$ cat src/rtl/fs_pkg.sv
package fs_pkg;
  typedef enum logic {
    FS_LEFT  = 1'b0,
    FS_RIGHT = 1'b1
  } fs_dir_e;
endpackage

$ cat src/rtl/fs_window.sv
module fs_window #(
  parameter int N  = 8,
  parameter int H  = 12,
  parameter int AW = 4
) (
  input  logic [N-1:0]  base_i,
  input  logic [H-1:0]  fill_i,
  input  logic [AW-1:0] amt_i,
  input  fs_pkg::fs_dir_e dir_i,
  output logic [N-1:0]  res_o
);
  localparam int W = N + H;

  logic [W-1:0] cat_l, cat_r, sh_l, sh_r;
  logic         over;

  assign cat_l = {base_i, fill_i};
  assign cat_r = {fill_i, base_i};
  assign over  = (int'(amt_i) > H);

  // left window: top N bits of the left-shifted concatenation
  assign sh_l = cat_l << amt_i;
  // right window: bottom N bits of the right-shifted concatenation
  assign sh_r = cat_r >> amt_i;

  always_comb begin
    if (over)                          res_o = '0;
    else if (dir_i == fs_pkg::FS_LEFT) res_o = sh_l[W-1 -: N];
    else                               res_o = sh_r[N-1:0];
  end
endmodule

$ cat src/rtl/fs_stage.sv
module fs_stage #(
  parameter int DW = 8
) (
  input  logic          clk,
  input  logic          rst_n,
  input  logic          in_valid,
  output logic          in_ready,
  input  logic [DW-1:0] in_data,
  output logic          out_valid,
  input  logic          out_ready,
  output logic [DW-1:0] out_data
);
  assign in_ready = !out_valid || out_ready;

  always_ff @(posedge clk or negedge rst_n) begin
    if (!rst_n)        out_valid <= 1'b0;
    else if (in_ready) out_valid <= in_valid;
  end

  always_ff @(posedge clk) begin
    if (in_valid && in_ready) out_data <= in_data;
  end

  // a stalled result stays put
  a_r6_hold_stable: assert property (@(posedge clk) disable iff (!rst_n)
    (out_valid && !out_ready) |=> (out_valid && $stable(out_data)));

  // an accepted request is present on the next cycle
  a_r5_one_edge: assert property (@(posedge clk) disable iff (!rst_n)
    (in_valid && in_ready) |=> out_valid);
endmodule

$ cat src/rtl/funnel_shifter.sv
module funnel_shifter #(
  parameter int N  = 8,
  parameter int H  = 12,
  parameter int AW = 4
) (
  input  logic          clk,
  input  logic          rst_n,
  input  logic          in_valid,
  output logic          in_ready,
  input  logic [N-1:0]  in_base,
  input  logic [H-1:0]  in_fill,
  input  logic [AW-1:0] in_amt,
  input  logic          in_dir,
  output logic          out_valid,
  input  logic          out_ready,
  output logic [N-1:0]  out_data
);
  logic [N-1:0] win;

  fs_window #(.N(N), .H(H), .AW(AW)) u_win (
    .base_i (in_base),
    .fill_i (in_fill),
    .amt_i  (in_amt),
    .dir_i  (fs_pkg::fs_dir_e'(in_dir)),
    .res_o  (win)
  );

  fs_stage #(.DW(N)) u_stage (
    .clk       (clk),
    .rst_n     (rst_n),
    .in_valid  (in_valid),
    .in_ready  (in_ready),
    .in_data   (win),
    .out_valid (out_valid),
    .out_ready (out_ready),
    .out_data  (out_data)
  );

  // zero amount passes the base word through
  a_r3_zero_amt_pass: assert property (@(posedge clk) disable iff (!rst_n)
    (in_valid && in_ready && in_amt == '0) |=> (out_data == $past(in_base)));

  // amount beyond the fill width clears the result
  a_r4_over_zero: assert property (@(posedge clk) disable iff (!rst_n)
    (in_valid && in_ready && int'(in_amt) > H) |=> (out_data == '0));

  // reset empties the output stage
  always_comb begin
    if (!rst_n) a_r7_reset_idle: assert (!out_valid || $isunknown(out_valid));
  end
endmodule

$ cat config.mk
export PLATFORM = sky130hd
export DESIGN_NAME = funnel_shifter
export DESIGN_NICKNAME = d
export VERILOG_FILES = /design/src/rtl/fs_pkg.sv /design/src/rtl/fs_window.sv /design/src/rtl/fs_stage.sv /design/src/rtl/funnel_shifter.sv
export SDC_FILE = /design/constraint.sdc
export NUM_CORES = 1
export LEC_CHECK = 0
export BUFFER_PORTS_ARGS = -buffer_cell sky130_fd_sc_hd__buf_2
export CORE_MARGIN = 4
export CORE_UTILIZATION = 35
export DETAILED_ROUTE_END_ITERATION = 10
export GPL_ROUTABILITY_DRIVEN = 0
export SYNTH_ARGS = -nofsm -noshare
export SYNTH_HDL_FRONTEND = slang
export SYNTH_HIERARCHICAL = 1
export SYNTH_SLANG_ARGS = --single-unit
$ cat constraint.sdc
create_clock -name clk -period 2.6 [get_ports clk]
set_clock_uncertainty 0.1 [all_clocks]
set_input_delay 0.52 -clock clk [delete_from_list [all_inputs] [get_ports clk]]
set_output_delay 0.52 -clock clk [all_outputs]
set_load 0.005 [all_outputs]
==> impl_metrics.py, run 1 <==
metrics = {
    "outcome": {
        "outcome": "finished clean",
    },
    "power": {
        "fin_total_pwr_mw": 0.727,
        "leakage_nw": 0.933,
        "power_density_nw_per_um2": 326,
        "vdd_drop_max_mv": 0.183,
    },
    "sta": {
        "worst_pin_slew_ps": 693,
        "fmax_mhz": 440,
        "hold_viol_final": 0,
        "setup_viol": 0,
        "min_period_over_period": 0.874,
        "period_minus_slack_ps": 2270,
        "max_slew_margin": 0.526,
        "slew_viol_final": 0,
        "fin_setup_tns_ps": 0,
        "rsz0062_at_grt": "no",
    },
    "floorplanning": {
        "die_x_um": 82.2,
        "rows": 26,
        "core_area_um2": 5200,
        "die_h_um": 82.2,
        "die_area_um2": 6750,
        "ios": 39,
        "initial_core_util": 0.370,
    },
    "job": {
        "drv_cap": 0,
    },
    "clocking": {
        "clock_path_buffers": 2,
        "cts.htree.levels": 1,
        "cts-buffers-inserted": 3,
        "cts_resized": 0,
        "cts_setup_buffers": 0,
        "clock_latency_ps": 230,
        "cts.sinks": 9,
        "cts_tree": "yes",
        "cts-root-buf": "clkbuf_8",
        "clk_pin_slew_worst_paths_ps": 40,
        "ctsHoldBuffers": 1,
    },
    "drt": {
        "drtPass1Iterations": 5,
        "wire_per_inst_um": 19.2,
        "drt_iter0_drc": 263,
        "drc": 0,
        "drt-vias-per-instance": 6.21,
        "wl_mm": 6.31,
        "vias": 2038,
        "ant_nets": 0,
    },
    "synthesis": {
        "avgSynthCellArea_um2": 8.48,
        "syn_inst": 227,
        "ys_types": 41,
        "synth-seq-cells": 9,
        "syn_area_um2": 1920,
        "yosysSeqAreaShare": 0.138,
        "synth-edff-count": 8,
        "synth_nets": 256,
        "synth_top_flop_cell": "edfxtp_1",
        "async_flop_share": 0.111,
        "ys_warn_count": 6,
    },
    "place": {
        "portBuffers": 38,
        "place_area_um2": 2180,
        "dp_hpwl_mm": 4.87,
        "dp_cells": 323,
    },
    "critical_path": {
        "cp-start-kind": "input port",
        "reg2reg_to": "u_stage/out_data[2]",
        "critical_path_class": "input port to register",
        "cp_max_fo": 27,
        "r2r-start": "u_stage/out_valid",
        "worst_ep_required_time_ps": 2550,
        "cp-end-kind": "register",
        "ff2ff_path_depth": 2,
        "r2r_slack_ps": 1520,
        "cp.arrival_ps": 2230,
    },
    "worst_hold_path": {
        "min_from": "in_valid",
        "min_path_type": "input port to register",
        "hold_end": "u_stage/out_valid",
        "holdPathStages": 2,
    },
    "global_route": {
        "overflow": 0,
        "grt_max_degree": 43,
        "grt_pass1_vias": 1854,
        "grt_pass1_wl_mm": 9.94,
        "antenna_found_initial": 0,
        "grt.total_usage": 0.192,
    },
    "layout": {
        "areaGrowthSynthToFinish_pct": 16.0,
        "final_nets": 288,
        "mostFrequentLayoutCells": "38 x buf_2, 35 x mux2i_1, 25 x nor2_1, 25 x nand2_1, 12 x mux4_2",
        "fin_area_um2": 2230,
        "n_antenna_cell": 0,
        "layout-drive-gt1-share": 0.310,
        "final_common_cell": "buf_2",
        "final_cells": 328,
    },
}
stage by stage:
step / util / hold slack, ps / worst slack, ps
after floorplan: - / 124 / 434
after global placement: 0.418 / 195 / 170
after detailed placement: 0.418 / 200 / 147
after CTS: 0.429 / 396 / 386
after global routing: 0.429 / 402 / 293
final: 0.429 / 399 / 327
worst max-delay path by stage:
stage	startpoint	end	cells after the start
after global routing	in_amt[1]	u_stage/out_data[2]	7
after floorplan	in_amt[3]	u_stage/out_data[2]	6
after detailed placement	in_amt[1]	u_stage/out_data[2]	7
final	in_amt[1]	u_stage/out_data[2]	7
after CTS	in_amt[1]	u_stage/out_data[2]	7
after global placement	in_amt[1]	u_stage/out_data[2]	7
state kept, by name, summed over array words and instances, names as in the netlist:
| register | flops |
|---|---|
| u_stage/out_data | 8 |
| u_stage/out_valid | 1 |
metal layers:
layer	up-vias	share of wire	global-route usage
met5	-	0	0
met4	0	0.0097	0.0449
met3	8	0.12	0.0445
met2	138	0.43	0.275
met1	950	0.44	0.288
li1	942	-	-
cell usage after synthesis, drive strengths merged (4+ instances only):
cell | n | area share
mux2i | 35 | 0.18
mux2 | 10 | 0.059
edfxtp | 8 | 0.12
o22ai | 11 | 0.036
clkbuf | 5 | 0.0098
nor2 | 25 | 0.049
nand2 | 25 | 0.049
mux4 | 12 | 0.14
o211ai | 8 | 0.031
a211oi | 4 | 0.016
nor3 | 9 | 0.023
o21ai | 9 | 0.023
buf | 15 | 0.054
a221oi | 4 | 0.028
nand2b | 5 | 0.020
a21oi | 7 | 0.018
final cells by class:
cell class                 count  area, µm²
clock buffer                   4       45.0
timing repair buffer          47        298
fill                         550       2970
sequential                     9        265
multi-input combinational    193       1520
tap                           70       87.6
inverter                       5       18.8
where the power goes:
group	internal, mW	total (mW)	switching [mW]
clock	0.106	0.158	0.0511
combinational	0.172	0.390	0.218
sequential	0.176	0.179	0.00357
total	0.454	0.727	0.272
cell families (layout without fill, tap and decap cells):
kind of cell           after synthesis  count (layout)  share of synthesized area
buffers and inverters               25              56                     0.0735
AO/OA/AOI/OAI                       59              59                      0.225
flip-flops                           9               9                      0.138
multiplexers                        57              57                      0.381
AND/OR/NAND/NOR                     77              77                      0.183
worst max-delay path: stages:
cell and delay [ps]:
buf_2 130, buf_12 170, inv_1 230, o21ai_0 250
mux4_2 540, a22o_1 200, a221oi_2 170
No activity file was read; power rests on OpenSTA's default activity.
==> run 2: changes to the inputs <==
--- a/config.mk
+++ b/config.mk
@@ -6,7 +6,7 @@
 export NUM_CORES = 1
 export LEC_CHECK = 0
 export BUFFER_PORTS_ARGS = -buffer_cell sky130_fd_sc_hd__buf_2
-export CORE_MARGIN = 4
+export CORE_MARGIN = 1.5
 export CORE_UTILIZATION = 35
 export DETAILED_ROUTE_END_ITERATION = 10
 export GPL_ROUTABILITY_DRIVEN = 0
==> run 2 against run 1 <==
Register-to-register slack about the same; utilization rose by 0.77 points; routed wire length down 0.79%; sequential share of layout area is 0.21 points lower; worst setup slack got worse by 29 ps; count of clock-buffer cells in the layout stayed put.
==> impl_metrics.py, run 2 (synthesis gave the netlist of run 1 again) <==
metrics = {
    "floorplanning": {
        "ios": 39,
        "die_h_um": 77.2,
        "rows": 26,
        "die_x_um": 77.2,
        "initial_core_util": 0.370,
        "die_area_um2": 5950,
        "core_area_um2": 5200,
    },
    "clocking": {
        "cts-root-buf": "clkbuf_8",
        "clock_path_buffers": 2,
        "cts.htree.levels": 1,
        "cts-buffers-inserted": 3,
        "clock_latency_ps": 230,
        "cts_tree": "yes",
        "clk_pin_slew_worst_paths_ps": 40,
        "cts_setup_buffers": 0,
        "cts.sinks": 9,
    },
    "place": {
        "dp_cells": 330,
        "place_area_um2": 2220,
        "dp_hpwl_mm": 4.89,
        "portBuffers": 38,
    },
    "drt": {
        "vias": 2086,
        "wl_mm": 6.26,
        "drc": 0,
        "wire_per_inst_um": 18.7,
        "ant_nets": 0,
        "drt-vias-per-instance": 6.23,
        "drtPass1Iterations": 5,
        "drt_iter0_drc": 383,
    },
    "critical_path": {
        "reg2reg_to": "u_stage/out_data[1]",
        "cp_max_fo": 9,
        "critical_path_class": "input port to register",
        "ff2ff_path_depth": 2,
        "r2r-start": "u_stage/out_valid",
        "cp.arrival_ps": 2250,
        "worst_ep_required_time_ps": 2550,
        "cp-end-kind": "register",
        "r2r_slack_ps": 1520,
        "cp-start-kind": "input port",
    },
    "sta": {
        "worst_pin_slew_ps": 459,
        "fmax_mhz": 434,
        "fin_setup_tns_ps": 0,
        "period_minus_slack_ps": 2300,
        "holdWs_ps": 421,
        "slew_viol_final": 0,
        "rsz0062_at_grt": "no",
        "min_period_over_period": 0.886,
        "max_slew_margin": 0.685,
        "hold_viol_final": 0,
        "setup_viol": 0,
    },
    "layout": {
        "final_common_cell": "buf_2",
        "n_antenna_cell": 0,
        "fin_area_um2": 2270,
        "reg_top3": "u_stage/out_data (8), u_stage/out_valid (1)",
        "seq_area_um2": 265,
        "final_cells": 335,
        "multi_input_area_um2": 1520,
        "layout-drive-gt1-share": 0.328,
        "top_register": "u_stage/out_data",
        "largest_reg_flops": 8,
        "fill_cells": 535,
        "final_nets": 295,
        "mostFrequentLayoutCells": "38 x buf_2, 35 x mux2i_1, 25 x nor2_1, 25 x nand2_1, 13 x buf_4",
        "areaGrowthSynthToFinish_pct": 18.1,
    },
    "global_route": {
        "grt_pass1_wl_mm": 10.3,
        "overflow": 0,
        "grt_pass1_vias": 1952,
        "grt_max_degree": 37,
        "grt.total_usage": 0.215,
        "antenna_found_initial": 0,
    },
    "job": {
        "drv_cap": 0,
    },
    "outcome": {
        "outcome": "finished clean",
    },
    "power": {
        "power_density_nw_per_um2": 324,
        "fin_total_pwr_mw": 0.737,
        "leakage_nw": 0.963,
        "vdd_drop_max_mv": 0.183,
    },
    "worst_hold_path": {
        "min_from": "in_valid",
        "holdPathStages": 2,
        "hold_end": "u_stage/out_valid",
        "min_path_type": "input port to register",
    },
}
## run 2: cell count changes in the layout (fill, tap and decap cells not counted), sizes merged
cell  delta
buf      +7
## run 2: timing repair
action,CTS,global route
endpoints found under the hold margin,1,0
hold buffers,1,0
gates resized for setup,0,0
## run 2: final cells by class
cell class	instances	share of cell area
repair buffers	54	0.149
well taps	70	0.0385
flip-flops and latches	9	0.117
clock buffers	4	0.0198
inverters	5	0.00826
multi-input cells	193	0.668
## run 2: worst max-delay path by stage
stage               depth (start not counted)             endpoint      start  slack [ps]
floorplan                                   6  u_stage/out_data[2]  in_amt[3]         430
global placement                            7  u_stage/out_data[2]  in_amt[1]         110
detailed placement                          7  u_stage/out_data[2]  in_amt[1]         100
CTS                                         7  u_stage/out_data[2]  in_amt[1]         340
global route                                8  u_stage/out_data[3]  in_amt[1]         270
finish                                      7  u_stage/out_data[2]  in_amt[1]         300
## run 2: power by group
group          internal [mW]  switching [mW]
logic                  0.178           0.221
clock network          0.107          0.0520
registers              0.176         0.00323
total                  0.460           0.276
## run 2: metrics by stage
step | worst slack (ps) | utilization
finish | 298 | 0.437
global placement | 112 | 0.426
global route | 272 | 0.437
floorplan | 434 | -
detailed placement | 101 | 0.426
CTS | 339 | 0.437
## run 2: critical path, cell delays in order
cell and delay (ps):
buf_2 180, buf_4 180, inv_1 230, o21ai_0 230, mux4_2 520, a22o_1 200
a221oi_2 180
## run 2: routing by layer
metal,part of all wire,track usage
met4,0.020,0.0527
met3,0.11,0.0440
met5,0,0
met2,0.44,0.329
met1,0.42,0.306
